File: src/rtl/ltc_pkg.sv
package ltc_pkg;

  typedef enum logic [1:0] {
    ST_FWD  = 2'd0,
    ST_BACK = 2'd1,
    ST_HOLD = 2'd2
  } ltcState_t;

  typedef struct packed {
    logic inc;
    logic dec;
    logic zero;
    logic clrHeld;
    logic capture;
  } ltcStrobe_t;

endpackage

File: src/rtl/ltc_ctrl.sv
module ltc_ctrl
  import ltc_pkg::*;
(
  input  logic       clk,
  input  logic       rstN,
  input  logic       tickEn,
  input  logic       busyIn,
  input  logic       discActive,
  input  logic       peakDet,
  input  logic       pileUp,
  input  logic       readoutDone,
  input  logic       inhibitIn,
  input  logic       enableFlag,
  input  logic       zeroCmd,
  input  logic       initClr,
  input  logic       rdLow,
  output ltcStrobe_t strobe
);

  ltcState_t state, stateNext;
  logic      pendRead, pendNext;
  logic      running;
  logic      frontBusy;

  assign running   = enableFlag && !inhibitIn;
  assign frontBusy = busyIn || discActive;

  always_comb begin
    pendNext = pendRead;
    if (peakDet)          pendNext = 1'b1;
    else if (readoutDone) pendNext = 1'b0;

    stateNext = state;
    unique case (state)
      ST_FWD: begin
        if (peakDet || pileUp) stateNext = ST_HOLD;
        else if (frontBusy)    stateNext = ST_BACK;
      end
      ST_BACK: begin
        if (peakDet || pileUp) stateNext = ST_HOLD;
        else if (!frontBusy)   stateNext = ST_FWD;
      end
      ST_HOLD: begin
        if (!peakDet && !pileUp && !frontBusy && !pendNext)
          stateNext = ST_FWD;
      end
      default: stateNext = ST_FWD;
    endcase

    if (initClr) begin
      stateNext = ST_FWD;
      pendNext  = 1'b0;
    end
  end

  always_ff @(posedge clk or negedge rstN) begin
    if (!rstN) begin
      state    <= ST_FWD;
      pendRead <= 1'b0;
    end else begin
      state    <= stateNext;
      pendRead <= pendNext;
    end
  end

  always_comb begin
    strobe.inc     = tickEn && running && (state == ST_FWD);
    strobe.dec     = tickEn && running && (state == ST_BACK);
    strobe.zero    = zeroCmd || initClr;
    strobe.clrHeld = initClr;
    strobe.capture = rdLow;
  end

endmodule

File: src/rtl/ltc_datapath.sv
module ltc_datapath
  import ltc_pkg::*;
#(
  parameter int CNT_W = 24,
  parameter int LOW_W = 16
) (
  input  logic                   clk,
  input  logic                   rstN,
  input  ltcStrobe_t             strobe,
  output logic [CNT_W-1:0]       countNow,
  output logic [CNT_W-LOW_W-1:0] heldHigh
);

  localparam int HIGH_W = CNT_W - LOW_W;
  localparam logic [CNT_W-1:0] CNT_MAX = '1;

  logic [CNT_W-1:0] count;

  always_ff @(posedge clk or negedge rstN) begin
    if (!rstN) begin
      count <= '0;
    end else if (strobe.zero) begin
      count <= '0;
    end else if (strobe.inc && (count != CNT_MAX)) begin
      count <= count + 1'b1;
    end else if (strobe.dec && (count != '0)) begin
      count <= count - 1'b1;
    end
  end

  always_ff @(posedge clk or negedge rstN) begin
    if (!rstN) begin
      heldHigh <= '0;
    end else if (strobe.clrHeld) begin
      heldHigh <= '0;
    end else if (strobe.capture) begin
      heldHigh <= count[CNT_W-1 -: HIGH_W];
    end
  end

  assign countNow = count;

endmodule

File: src/rtl/live_time_clock.sv
module live_time_clock
  import ltc_pkg::*;
#(
  parameter int CNT_W = 24,
  parameter int LOW_W = 16
) (
  input  logic                   clk,
  input  logic                   rstN,
  input  logic                   tickEn,
  input  logic                   busyIn,
  input  logic                   discActive,
  input  logic                   peakDet,
  input  logic                   pileUp,
  input  logic                   readoutDone,
  input  logic                   inhibitIn,
  input  logic                   enableFlag,
  input  logic                   zeroCmd,
  input  logic                   initClr,
  input  logic                   rdLow,
  output logic [LOW_W-1:0]       lowData,
  output logic [CNT_W-LOW_W-1:0] highData
);

  ltcStrobe_t       strobe;
  logic [CNT_W-1:0] countNow;

  ltc_ctrl u_ctrl (
    .clk        (clk),
    .rstN       (rstN),
    .tickEn     (tickEn),
    .busyIn     (busyIn),
    .discActive (discActive),
    .peakDet    (peakDet),
    .pileUp     (pileUp),
    .readoutDone(readoutDone),
    .inhibitIn  (inhibitIn),
    .enableFlag (enableFlag),
    .zeroCmd    (zeroCmd),
    .initClr    (initClr),
    .rdLow      (rdLow),
    .strobe     (strobe)
  );

  ltc_datapath #(
    .CNT_W(CNT_W),
    .LOW_W(LOW_W)
  ) u_dp (
    .clk     (clk),
    .rstN    (rstN),
    .strobe  (strobe),
    .countNow(countNow),
    .heldHigh(highData)
  );

  assign lowData = countNow[LOW_W-1:0];

endmodule

File: config.mk
export PLATFORM = sky130hd
export DESIGN_NAME = live_time_clock
export DESIGN_NICKNAME = d
export VERILOG_FILES = /design/src/rtl/ltc_pkg.sv /design/src/rtl/ltc_ctrl.sv /design/src/rtl/ltc_datapath.sv /design/src/rtl/live_time_clock.sv
export SDC_FILE = /design/constraint.sdc
export NUM_CORES = 1
export LEC_CHECK = 0
export CORE_MARGIN = 5
export CORE_UTILIZATION = 50
export CTS_CLUSTER_SIZE = 20
export DETAILED_ROUTE_END_ITERATION = 10
export DONT_BUFFER_PORTS = 1
export MAX_ROUTING_LAYER = met4
export PLACE_DENSITY_LB_ADDON = 0.05
export SLEW_MARGIN = 20
export SYNTH_ARGS = -nofsm -noshare
export SYNTH_HDL_FRONTEND = slang
export SYNTH_SLANG_ARGS = --single-unit
export TNS_END_PERCENT = 1
File: constraint.sdc
create_clock -name clk -period 6.6 [get_ports clk]
set_input_delay 1.98 -clock clk [delete_from_list [all_inputs] [get_ports clk]]
set_output_delay 1.98 -clock clk [all_outputs]
set_load 0.01 [all_outputs]
Word level (Yosys, flattened, before mapping):

Index checks and enable logic that the tools add are counted.

* add/subtract/negate cells: 2
* $mul: 0
* divide/modulo/power cells: 0
* $lt $le $gt $ge: 0
* equal/unequal tests: 6
* shift operators: 0
* multiplexer cells: 15
* bitwise operators: 0
* reduce and logical (&&, ||, !) cells: 22

Operators with widths (number)
* $mux W24: 3
* $add A24 B1 Y24 const B: 1
* $ne A24 B24 Y1 const B: 1
* $reduce_bool A24 Y1: 1
* $sub A24 B1 Y24 const B: 1
* $mux W8: 2
* $mux W2: 6
* $logic_and A1 B1 Y1: 9
* $pmux W2 S3: 1
* $logic_not A1 Y1: 5
* $ne A4 B2 Y1 const B: 1
* $ne A4 B4 Y1 const B: 1
* $logic_or A1 B1 Y1: 3
* $mux W1: 3
* $ne A3 B2 Y1 const B: 1
* $reduce_and A3 Y1: 1
* $reduce_bool A3 Y1: 1
* $eq A2 B1 Y1 const B: 1
* $eq A2 B2 Y1 const B: 1
* $logic_not A2 Y1: 1
* $reduce_bool A2 Y1: 1

* register bits: 35
* bits in latches: 0
* bits in writable memories: 0
* bits in read-only memories: 0
* input bits: 13
* output and inout port bits: 24
* word-level logic and storage cells: 49
* memories: 0

Depth between registers and ports, before layout:

* depth in word-level cells: 8
* depth in mapped cells: 14
* mapped depth without buffers: 14

Modules after synthesis:

Synthesis repeated with hierarchy kept, for this count alone.

* cell total of the unflattened synthesis: 335
* area, all modules: 2941.6 µm²

By module, submodules not included
* ltc_datapath: times used 1, cells each 316, area an instance 2750.1 µm², sequential area each 800.8 µm²
* ltc_ctrl: times used 1, cells each 19, area an instance 191.4 µm², sequential area each 75.1 µm²

Worst setup path before layout:

OpenSTA, ideal clock, no wires.

* kind: input to register
* from: input port enableFlag
* to: register u_dp.count[19], in the netlist u_dp.countNow[19]
* setup time: 0.136 ns
* arrival time: 4.945 ns
* data required time: 6.464 ns
* slack: 1.519 ns
* stages on the path: 11
* buffers on the path: 0
* cell sequence: nor4bb_1 > nand3b_1 > ha_1 > a21o_1 > a21o_1 > a21o_1 > a31oi_4 > a211oi_2 > or3_1 > nand3_1 > a21oi_1

* cells in the longest elaborated chain, start to end: 6
* elaborated cells between the ends (all ways): 9
* those cells by class: 2 x mux; 7 x reduce/logical

RTL lines
* start, declared: line live_time_clock.sv:16 `input logic enableFlag,`
* $logic_and A1 B1 Y1 (*): line ltc_ctrl.sv:25 `assign running = enableFlag && !inhibitIn;`
* $logic_and A1 B1 Y1 (*): line ltc_ctrl.sv:67, ltc_ctrl.sv:68
* $logic_and A1 B1 Y1: line ltc_ctrl.sv:67 `strobe.inc = tickEn && running && (state == ST_FWD);`
* $logic_and A1 B1 Y1: line ltc_datapath.sv:24 `end else if (strobe.inc && (count != CNT_MAX)) begin`
* $mux W24: line ltc_datapath.sv:24
* $mux W24: line ltc_datapath.sv:22 `end else if (strobe.zero) begin`
* end signal, assigned: line ltc_datapath.sv:25 `count <= count + 1'b1;`
* end signal, assigned: line ltc_datapath.sv:27 `count <= count - 1'b1;`
* end, declared: line ltc_datapath.sv:17 `logic [CNT_W-1:0] count;`

Mark *: on every way between the ends. The rest lies on a longest branch, timed or not.
A chain may end at the register's enable or synchronous reset.

Worst setup path after layout:

* from: input port enableFlag
* to: register u_dp.count[20], in the netlist u_dp.countNow[20]

The elaborated chain is that of the path after synthesis.

==> reports/qor.yml <==
status: "completed"
syn_inst: 338
critPathMaxFanout: 28
maxCapViolCount: 0
slowest_delay_ns: 0.40
cp_top_family: "simple AND/OR/NAND/NOR gates"
num_vias: 2359
numPortBuffers: 0
htreeDepth: 2
routed_wirelength_mm: 6.84
ys_ff_latch: 35
cts_num_sinks: 35
ys_types: 52
die_height_um: 85.7
die_x_um: 85.7
maxSlewViolCount: 0
drt-wirelength-per-cell_um: 17.4
start_util_pct: 51.7
cp.required_ns: 6.80
worstPathArrival_ns: 4.67
peakVddDrop_uv: 96.8
final_cells: 393
cp-start-kind: "primary input"
pwr_density_cell_nw_per_um2: 184
cts_resized: 0
drc: 0
place_hpwl_mm: 4.98
max_slew_margin_pct: 65.2
critPathBufInv: 1
ys_warn_count: 0
antenna_cells: 0
ys.flop_type: "dfrtp_1"
rows: 27
grt_pass1_vias: 2349
drt-met1-wl_mm: 3.09
dr_wl_met3_um: 203
grt_pass1_wl_mm: 11.9
setup_viol: 0
crit_slowest_cell: "nor4bb_1"
clk_latency_ns: 0.30
synth.area.top_cells: "dfrtp_1, ha_1, a21oi_1"
drt-initial-drc-count: 97
placedCellCount: 385
synth.top_cell.area_share_pct: 30.6
p_sw_share_pct: 29.6
synth_edf_count: 0
drive_gt1_share_pct: 6.54
max_freq_mhz: 224
grt_overflow: 0
crit_path_end_kind: "flop"
synthToLayoutAreaGrowth_pct: 1.97
yosysMostFrequentCell: "nor2_1"
crit_type: "primary input to flop"
hp-class: "flop to flop"
hold_violations: 0
die_area_um2: 7340
path_cells: "nor4bb_1 -> nand3b_1 -> buf_4 -> ha_1 -> and2_1 -> and4_1 -> o21a_1 -> nor2_1 -> a211oi_2 -> o211ai_1 -> a21boi_0 -> o31ai_1"
syn-num-nets: 377
pwr-share-clk_pct: 38.3
fin_nets: 359
root_buffer: "clkbuf_8"
post-cts-setup-buffers: 0
syn_avg_cell_area_um2: 8.47
grt_max_degree: 36
via_per_inst: 6.00
skew_ns: 0.00888
syn_area_um2: 2860
async_flop_share_pct: 100
yosys.area.top_type: "dfrtp_1"
grt_setup_unrepaired: "no"
top_layer: "met4"
io_pins: 37
fin_ws_ns: 2.14
yosys-top-cells-count: "nor2_1, a21oi_1, dfrtp_1"
period_needed_ns: 4.46
antenna_found_initial: 0
cts_tree: "done"
pwr-share-seq_pct: 41.8
intPower_mw: 0.379
met2WireLength_mm: 3.43
core_um2: 5540
tightest_slew_ns: 0.520
final_cell_area_um2: 2920
clkTransAtPathRegs_ns: 0.09
ant_nets: 0
fin_tns_setup_ns: 0
combPwrFrac_pct: 19.9
total_power_mw: 0.538
cts_buffers: 5
grtUsageTotal_pct: 20.7
power_switching_mw: 0.159
yosysSeqAreaShare_pct: 30.6
cts_hold_buf: 0
ctsLongestPathBuffers: 2
routabilityCongestion: 0.850
dpl-instance-area_um2: 2800
leakagePower_nw: 1.36
dr.pass1.iters: 4
pre_cts_ws_ns: 1.84
post-route-period-util_pct: 67.6
[stage by stage]
step                hold WS (ns)  utilization, %
floorplan                  0.450               -
global placement           0.489            50.6
detailed placement         0.472            50.6
CTS                        0.497            52.7
global route               0.528            52.7
finish                     0.502            52.7
[area by class of cell]
cell class | count | area, um^2
inverters | 8 | 30.0
well taps | 72 | 90.1
flip-flops and latches | 35 | 876
clock buffers | 5 | 68.8
clock inverters | 3 | 47.5
fillers | 567 | 2620
repair buffers | 2 | 15.0
multi-input cells | 268 | 1790
[routing by layer]
| metal | up-vias | track usage (%) |
|---|---|---|
| li1 | 1178 | - |
| met1 | 1136 | 25.5 |
| met2 | 33 | 35.0 |
| met3 | 12 | 2.79 |
| met4 | 0 | 6.62 |
| met5 | - | - |
[power by group through the flow]
stage               Combinational (mW)  Sequential (mW)  Clock (mW)
detailed placement               0.107            0.229           0
finish                           0.107            0.225       0.206
floorplan                       0.0940            0.226           0
global route                     0.121            0.226       0.220
global placement                 0.106            0.229           0
CTS                              0.107            0.225       0.212
[state kept, by name (all words and copies together), names as in the netlist]
register         flops
u_dp.countNow       24
u_ctrl.pendRead      1
u_ctrl.state         2
u_dp.heldHigh        8
[cell families (layout without fill, tap and decap cells)]
family	count (synthesis)	in the layout	share of synthesized area (%)
AND/OR/NAND/NOR	128	128	21.7
AO/OA/AOI/OAI	91	91	21.9
multiplexers	9	9	3.15
buffers and inverters	35	18	6.82
XOR/XNOR	14	14	4.28
adder cells (fa/ha/maj)	26	26	11.6
flip-flops	35	35	30.6
[final timing paths]
path                                   from                end  slack (ns)  depth (start not counted)
max in group asynchronous              rstN   u_dp.countNow[8]        5.15                          0
hold reg to reg             u_ctrl.state[1]    u_ctrl.state[0]        0.50                          1
hold / removal              u_ctrl.state[1]    u_ctrl.state[0]        0.50                          1
min in group asynchronous              rstN   u_dp.heldHigh[4]        1.37                          0
setup reg to reg           u_dp.countNow[9]  u_dp.countNow[20]        2.86                         15
setup / recovery                 enableFlag  u_dp.countNow[20]        2.14                         12
[layout by cell type (no fill, tap or decap), types with 2 or more instances in the layout]
cell | netlist | layout
a2111o_1 | 2 | 2
a211oi_2 | 2 | 2
a21o_1 | 11 | 11
a21oi_1 | 35 | 35
a31oi_1 | 3 | 3
and2_1 | 3 | 3
and3_1 | 3 | 3
buf_4 | 16 | 2
clkbuf_8 | 0 | 5
dfrtp_1 | 35 | 35
ha_1 | 25 | 25
inv_1 | 7 | 7
mux2i_1 | 9 | 9
nand2_1 | 29 | 29
nand2b_1 | 2 | 2
nand3_1 | 16 | 16
nand3b_1 | 2 | 2
nand4_1 | 9 | 9
nor2_1 | 40 | 40
nor3_1 | 6 | 6
nor4_1 | 6 | 6
nor4b_1 | 2 | 2
o2111ai_1 | 2 | 2
o211ai_1 | 4 | 4
o21ai_0 | 11 | 11
o21ai_1 | 4 | 4
o21bai_1 | 2 | 2
o31ai_1 | 3 | 3
or3_1 | 4 | 4
xnor2_1 | 9 | 9
xor2_1 | 5 | 5
No activity file was read; power rests on OpenSTA's default activity.
